$ cat src/rtl/add_exec_pkg.sv
`timescale 1ns/1ps
package add_exec_pkg;

    localparam int unsigned INSN_W     = 32;
    localparam int unsigned RIDX_W     = 5;
    localparam logic [5:0]  PRIMARY_OP = 6'd31;
    localparam logic [8:0]  EXT_OP     = 9'd266;

    // Condition field bit positions
    localparam int unsigned CF_LT = 3;
    localparam int unsigned CF_GT = 2;
    localparam int unsigned CF_EQ = 1;
    localparam int unsigned CF_SO = 0;

    // Field order follows the word from most to least significant bit
    typedef struct packed {
        logic [5:0]        prim;
        logic [RIDX_W-1:0] dst;
        logic [RIDX_W-1:0] srca;
        logic [RIDX_W-1:0] srcb;
        logic              ovf_en;
        logic [8:0]        ext;
        logic              rec;
    } add_insn_t;

    typedef enum logic [1:0] {
        ST_IDLE,
        ST_COMMIT,
        ST_REJECT
    } xu_state_e;

endpackage

$ cat src/rtl/add_exec_decode.sv
`timescale 1ns/1ps
module add_exec_decode
    import add_exec_pkg::*;
(
    input  logic [INSN_W-1:0] word,
    output logic [RIDX_W-1:0] dst,
    output logic [RIDX_W-1:0] srca,
    output logic [RIDX_W-1:0] srcb,
    output logic              ovf_en,
    output logic              rec,
    output logic              legal
);
    add_insn_t f;

    always_comb begin
        f      = add_insn_t'(word);
        dst    = f.dst;
        srca   = f.srca;
        srcb   = f.srcb;
        ovf_en = f.ovf_en;
        rec    = f.rec;
        legal  = (f.prim == PRIMARY_OP) && (f.ext == EXT_OP);
    end
endmodule

$ cat src/rtl/add_exec_sum.sv
`timescale 1ns/1ps
module add_exec_sum #(
    parameter int unsigned XLEN = 64
) (
    input  logic [XLEN-1:0] op_a,
    input  logic [XLEN-1:0] op_b,
    output logic [XLEN-1:0] sum,
    output logic            sgn_ovf
);
    localparam int unsigned MSB = XLEN - 1;

    always_comb begin
        sum     = op_a + op_b;              // carry-out is dropped
        sgn_ovf = (op_a[MSB] == op_b[MSB]) && (sum[MSB] != op_a[MSB]);
    end
endmodule

$ cat src/rtl/add_exec_cmp.sv
`timescale 1ns/1ps
module add_exec_cmp #(
    parameter int unsigned W = 64
) (
    input  logic [W-1:0] value,
    output logic         lt,
    output logic         gt,
    output logic         eq
);
    always_comb begin
        lt = value[W-1];
        eq = (value == '0);
        gt = !lt && !eq;
    end
endmodule

$ cat src/rtl/add_exec_unit.sv
`timescale 1ns/1ps
module add_exec_unit
    import add_exec_pkg::*;
#(
    parameter int unsigned XLEN  = 64,
    parameter int unsigned CMP_W = 64
) (
    input  logic              clk,
    input  logic              rst_n,
    input  logic              instr_valid,
    input  logic [31:0]       instr_word,
    output logic [4:0]        src_a_idx,
    output logic [4:0]        src_b_idx,
    input  logic [XLEN-1:0]   src_a_val,
    input  logic [XLEN-1:0]   src_b_val,
    input  logic              so_clear,
    output logic              wb_en,
    output logic [4:0]        wb_idx,
    output logic [XLEN-1:0]   wb_data,
    output logic              illegal,
    output logic              xer_ov,
    output logic              xer_so,
    output logic [3:0]        cr0
);
    logic [RIDX_W-1:0] dst_f;
    logic              ovf_en, rec, legal;
    logic [XLEN-1:0]   sum;
    logic              sgn_ovf;
    logic              c_lt, c_gt, c_eq;

    add_exec_decode u_dec (
        .word   (instr_word),
        .dst    (dst_f),
        .srca   (src_a_idx),
        .srcb   (src_b_idx),
        .ovf_en (ovf_en),
        .rec    (rec),
        .legal  (legal)
    );

    add_exec_sum #(.XLEN(XLEN)) u_sum (
        .op_a    (src_a_val),
        .op_b    (src_b_val),
        .sum     (sum),
        .sgn_ovf (sgn_ovf)
    );

    generate
        if (CMP_W < XLEN) begin : g_narrow_cmp
            add_exec_cmp #(.W(CMP_W)) u_cmp (
                .value (sum[CMP_W-1:0]),
                .lt    (c_lt),
                .gt    (c_gt),
                .eq    (c_eq)
            );
        end else begin : g_full_cmp
            add_exec_cmp #(.W(XLEN)) u_cmp (
                .value (sum),
                .lt    (c_lt),
                .gt    (c_gt),
                .eq    (c_eq)
            );
        end
    endgenerate

    // ---------------- state machine ----------------
    xu_state_e state, state_nx;

    always_comb begin
        state_nx = ST_IDLE;
        if (instr_valid) begin
            state_nx = legal ? ST_COMMIT : ST_REJECT;
        end
    end

    always_ff @(posedge clk or negedge rst_n) begin
        if (!rst_n) state <= ST_IDLE;
        else        state <= state_nx;
    end

    always_comb begin
        wb_en   = 1'b0;
        illegal = 1'b0;
        unique case (state)
            ST_IDLE:   ;
            ST_COMMIT: wb_en   = 1'b1;
            ST_REJECT: illegal = 1'b1;
            default:   ;
        endcase
    end

    // ---------------- result and flag registers ----------------
    logic fire, ov_nx, so_nx;
    logic [3:0] cr_nx;

    always_comb begin
        fire  = instr_valid && legal;
        ov_nx = (fire && ovf_en) ? sgn_ovf : xer_ov;
        so_nx = (xer_so && !so_clear) || (fire && ovf_en && sgn_ovf);
        cr_nx = cr0;
        if (fire && rec) begin
            cr_nx[CF_LT] = c_lt;
            cr_nx[CF_GT] = c_gt;
            cr_nx[CF_EQ] = c_eq;
            cr_nx[CF_SO] = so_nx;
        end
    end

    always_ff @(posedge clk or negedge rst_n) begin
        if (!rst_n) begin
            wb_idx  <= '0;
            wb_data <= '0;
            xer_ov  <= 1'b0;
            xer_so  <= 1'b0;
            cr0     <= '0;
        end else begin
            if (fire) begin
                wb_idx  <= dst_f;
                wb_data <= sum;
            end
            xer_ov <= ov_nx;
            xer_so <= so_nx;
            cr0    <= cr_nx;
        end
    end
endmodule

$ cat config.mk
export PLATFORM = sky130hd
export DESIGN_NAME = add_exec_unit
export DESIGN_NICKNAME = d
export VERILOG_FILES = /design/src/rtl/add_exec_pkg.sv /design/src/rtl/add_exec_decode.sv /design/src/rtl/add_exec_sum.sv /design/src/rtl/add_exec_cmp.sv /design/src/rtl/add_exec_unit.sv
export SDC_FILE = /design/constraint.sdc
export NUM_CORES = 1
export LEC_CHECK = 0
export ABC_CLOCK_PERIOD_IN_PS = 1070
export BUFFER_PORTS_ARGS = -buffer_cell sky130_fd_sc_hd__buf_2
export CORE_MARGIN = 5
export CORE_UTILIZATION = 28
export DETAILED_ROUTE_END_ITERATION = 8
export PLACE_DENSITY = 0.54
export SYNTH_ARGS = -nofsm -noshare
export SYNTH_HDL_FRONTEND = slang
export SYNTH_SLANG_ARGS = --single-unit
$ cat constraint.sdc
create_clock -name clk -period 1.07 [get_ports clk]
set_input_delay 0.0535 -clock clk [delete_from_list [all_inputs] [get_ports clk]]
set_output_delay 0.0535 -clock clk [all_outputs]
set_load 0.05 [all_outputs]
==> impl_metrics.csv <==
group,metric,value,unit
detailed_routing,ant_nets,0,
detailed_routing,drc_errors,0,
hold_path,hp-start,"src_b_val[0]",
cells_and_area,fill_cells,2562,
cells_and_area,syn_to_final_growth,99.6,%
setup_path,rr_worst_depth,2,
sta,setup_ws,-2120,ps
synth,syn_inst,1050,
setup_path,critical_path.cell_chain,"buf_6 > ha_4 > fa_2 > a21o_1 > a221o_1 > xnor2_2 > or4b_4 > a2111oi_4 > o311ai_2 > or4_4 > nor4_4 > buf_4 > and4_1 > a31oi_1",
sta,fmaxAchievable,314,MHz
placement,postPlaceCellArea,13200,um2
sta,drv_slew,0,
hold_path,hp-class,"input pin to flop",
detailed_routing,drt_first_pass_iters,5,
cells_and_area,drive_above_1_share,58.1,%
detailed_routing,first_iter_violations,580,
floorplan,die_w,180,um
cells_and_area,nets,1945,
placement,place_inst,2031,
synth,ys_ff_latch,77,
cells_and_area,diodes,0,
sta,hold_viol_final,0,
clock_network,cts-root-buf,"clkbuf_16",
grt,overflow,0,
outcome,outcome,"complete, but fails checks",
sta,fin_crit,3190,ps
detailed_routing,wl,38.1,mm
setup_path,cp.required,1290,ps
detailed_routing,num_vias,10800,
detailed_routing,wl_per_cell,18.1,um
floorplan,coreArea,28600,um2
setup_path,r2r_start,"wb_data[38]$_DFFE_PN0P_",
floorplan,start_util,28.3,%
floorplan,fp.dieH,180,um
placement,place.gp.congestion,0.926,
clock_network,clock_latency,340,ps
sta,setup_viol,78,
clock_network,cts-htree-levels,3,
setup_path,worst-setup-path-type,"input pin to flop",
sta,clock_skew,0.452,ps
power_and_ir_drop,leakage,7.57,nW
clock_network,cts.sinks,77,
detailed_routing,vias_per_cell,5.11,
sta,fin_crit_sh,298,%
clock_network,clockBufferDepth,2,
floorplan,num_io_pins,251,
grt,grtUsageTotal,21.5,%
sta,rsz0062_at_grt,"yes",
synth,netlist-cell-type-count,83,
clock_network,path_clk_slew,60,ps
outcome,violations,"setup timing",
sta,worst_pin_slew,672,ps
setup_path,crit_slowest_cell,"or4b_4",
hold_path,hold_end,"wb_data[0]$_DFFE_PN0P_",
setup_path,worstPathMaxFanout,2,
placement,port-buffer-count,230,
floorplan,rows,62,
sta,slew_headroom,55.0,%
synth,yosysSeqAreaShare,23.8,%
clock_network,cts_buffers,9,
cells_and_area,fin_cells,2106,
power_and_ir_drop,p_per_area,886,nW/um2
setup_path,crit_arrival,3410,ps
grt,grt_pass1_vias,10500,
synth,synth_edf_count,0,
floorplan,dieArea,32400,um2
grt,antenna_found_initial,0,
setup_path,start_kind,"input pin",
grt,grt_pass1_wl,57.0,mm
grt,grt_start_max_net_pins,31,
setup_path,end_kind,"flop",
hold_path,worstHoldPathCells,3,
clock_network,cts_tree,"done",
synth,synth_nets,1278,
power_and_ir_drop,ir_worst_vdd,0.840,mV
setup_path,slowest_delay,500,ps
synth,netlist_area,8100,um2
cells_and_area,design_area,16200,um2
synth,ys.flop_type,"dfrtp_1",
synth,ys_async_sr_fraction,100,%
setup_path,ff2ff_setup_slack,160,ps
placement,post-dp-hpwl,30.6,mm
synth,synth_warnings,0,
job,drv_cap,0,
setup_path,timing.rr.end,"wb_data[38]$_DFFE_PN0P_",
synth,syn_area_per_cell,7.71,um2
-- how the worst max path moves through the flow --
stage / from / end / slack [ps] / cells after the start
after CTS: src_a_val[0] / cr0[2]$_DFFE_PN0P_ / -2070 / 14
after global routing: src_b_val[0] / cr0[2]$_DFFE_PN0P_ / -2170 / 14
final: src_a_val[0] / cr0[2]$_DFFE_PN0P_ / -2120 / 14
after detailed placement: src_a_val[0] / cr0[2]$_DFFE_PN0P_ / -2510 / 14
after floorplan: src_a_val[0] / cr0[2]$_DFFE_PN0P_ / -2040 / 12
after global placement: src_a_val[0] / cr0[2]$_DFFE_PN0P_ / -2430 / 14
-- layout make-up --
cell class	count	area (um2)	share of cell area, %
tap	384	480	2.97
timing repair buffer	718	5470	33.8
clock inverter	6	71.3	0.441
inverter	14	60.1	0.372
clock buffer	10	229	1.42
multi-input combinational	897	7930	49.1
sequential	77	1930	11.9
-- flip-flops by register name (all words and copies together), names as in the netlist --
name and cells:
wb_data 64, xer_ov 1, state 2, xer_so 1
cr0 4, wb_idx 5
-- where the power goes --
group / switching [mW] / internal [mW] / total, mW
clock network: 1.28 / 1.83 / 3.11
logic: 3.98 / 4.32 / 8.30
registers: 0.00452 / 2.91 / 2.92
total: 5.27 / 9.06 / 14.3
-- stage by stage --
stage	setup TNS [ps]	utilization, %	hold WS, ps	setup slack [ps]	total power [mW]
floorplan	-63880	-	-242	-2040	6.06
global placement	-104630	46.1	-1.14	-2430	9.58
detailed placement	-107470	46.1	-1.79	-2510	9.63
CTS	-70390	52.4	65.1	-2070	13.7
global route	-77040	56.5	88.2	-2170	15.1
finish	-72020	56.5	80.3	-2120	14.3
-- cell usage after synthesis, types with 13 or more instances --
master    instances  area share [%]
and2_1           14             1.1
a21oi_1          89             5.5
o21a_1           21             1.9
a31oi_1          13             1.0
dfrtp_1          77              24
nand2_1         159             7.4
nor3_1           28             1.7
o31ai_1          14             1.3
clkbuf_1         49             2.3
ha_1             63             9.7
or3_1            13             1.0
nand3_1          18             1.1
a21o_1           22             2.0
o21ai_0          92             5.7
mux2_2           22             3.1
inv_1            13            0.60
nand4_1          28             2.2
o211ai_1         13             1.2
xnor2_1          19             2.1
nor2_1           61             2.8
-- placed cells by master (no fill, tap or decap), types with 23 or more instances in the layout --
| master | n |
|---|---|
| buf_4 | 422 |
| dfrtp_1 | 77 |
| o21ai_1 | 23 |
| buf_6 | 80 |
| ha_1 | 25 |
| a21oi_1 | 60 |
| nand2_1 | 134 |
| ha_4 | 38 |
| o21ai_0 | 46 |
| nor2_1 | 57 |
| nand4_1 | 28 |
| buf_2 | 184 |
-- critical path: cells and delay by family --
kind / cells / cell delay [ps]
and+or+nand+nor: 4 / 1370
AOI/OAI and AO/OA: 5 / 1020
adders and majority gates: 2 / 520
buffers and inverters: 2 / 250
xor gates and xnor gates: 1 / 180
-- metal layers --
layer | vias to the layer above | global-route usage (%) | wire length, um
li1 | 5295 | - | -
met1 | 5145 | 30.6 | 17700
met2 | 289 | 35.9 | 18200
met3 | 25 | 2.34 | 1730
met4 | 0 | 3.33 | 488
met5 | - | 0 | 0
-- cells by family after synthesis --
| kind of cell | after synthesis | share of synthesized area (%) |
|---|---|---|
| and+or+nand+nor | 401 | 24.7 |
| buffers and inverters | 76 | 3.99 |
| AOI/OAI and AO/OA | 372 | 30.2 |
| DFF | 77 | 23.8 |
| muxes | 28 | 3.80 |
| adders and majority gates | 64 | 9.98 |
| xor gates and xnor gates | 32 | 3.55 |
-- timing repair --
action                                 4_1_cts  5_1_grt
pin swaps                                   58       80
gates cloned                                 0        5
hold buffers                                 8        0
setup endpoints to repair                   96       82
gates resized for setup                    243      182
endpoints found under the hold margin       84        0
buffers inserted                            33       34
Note: power is estimated with default switching activity, not from simulation.
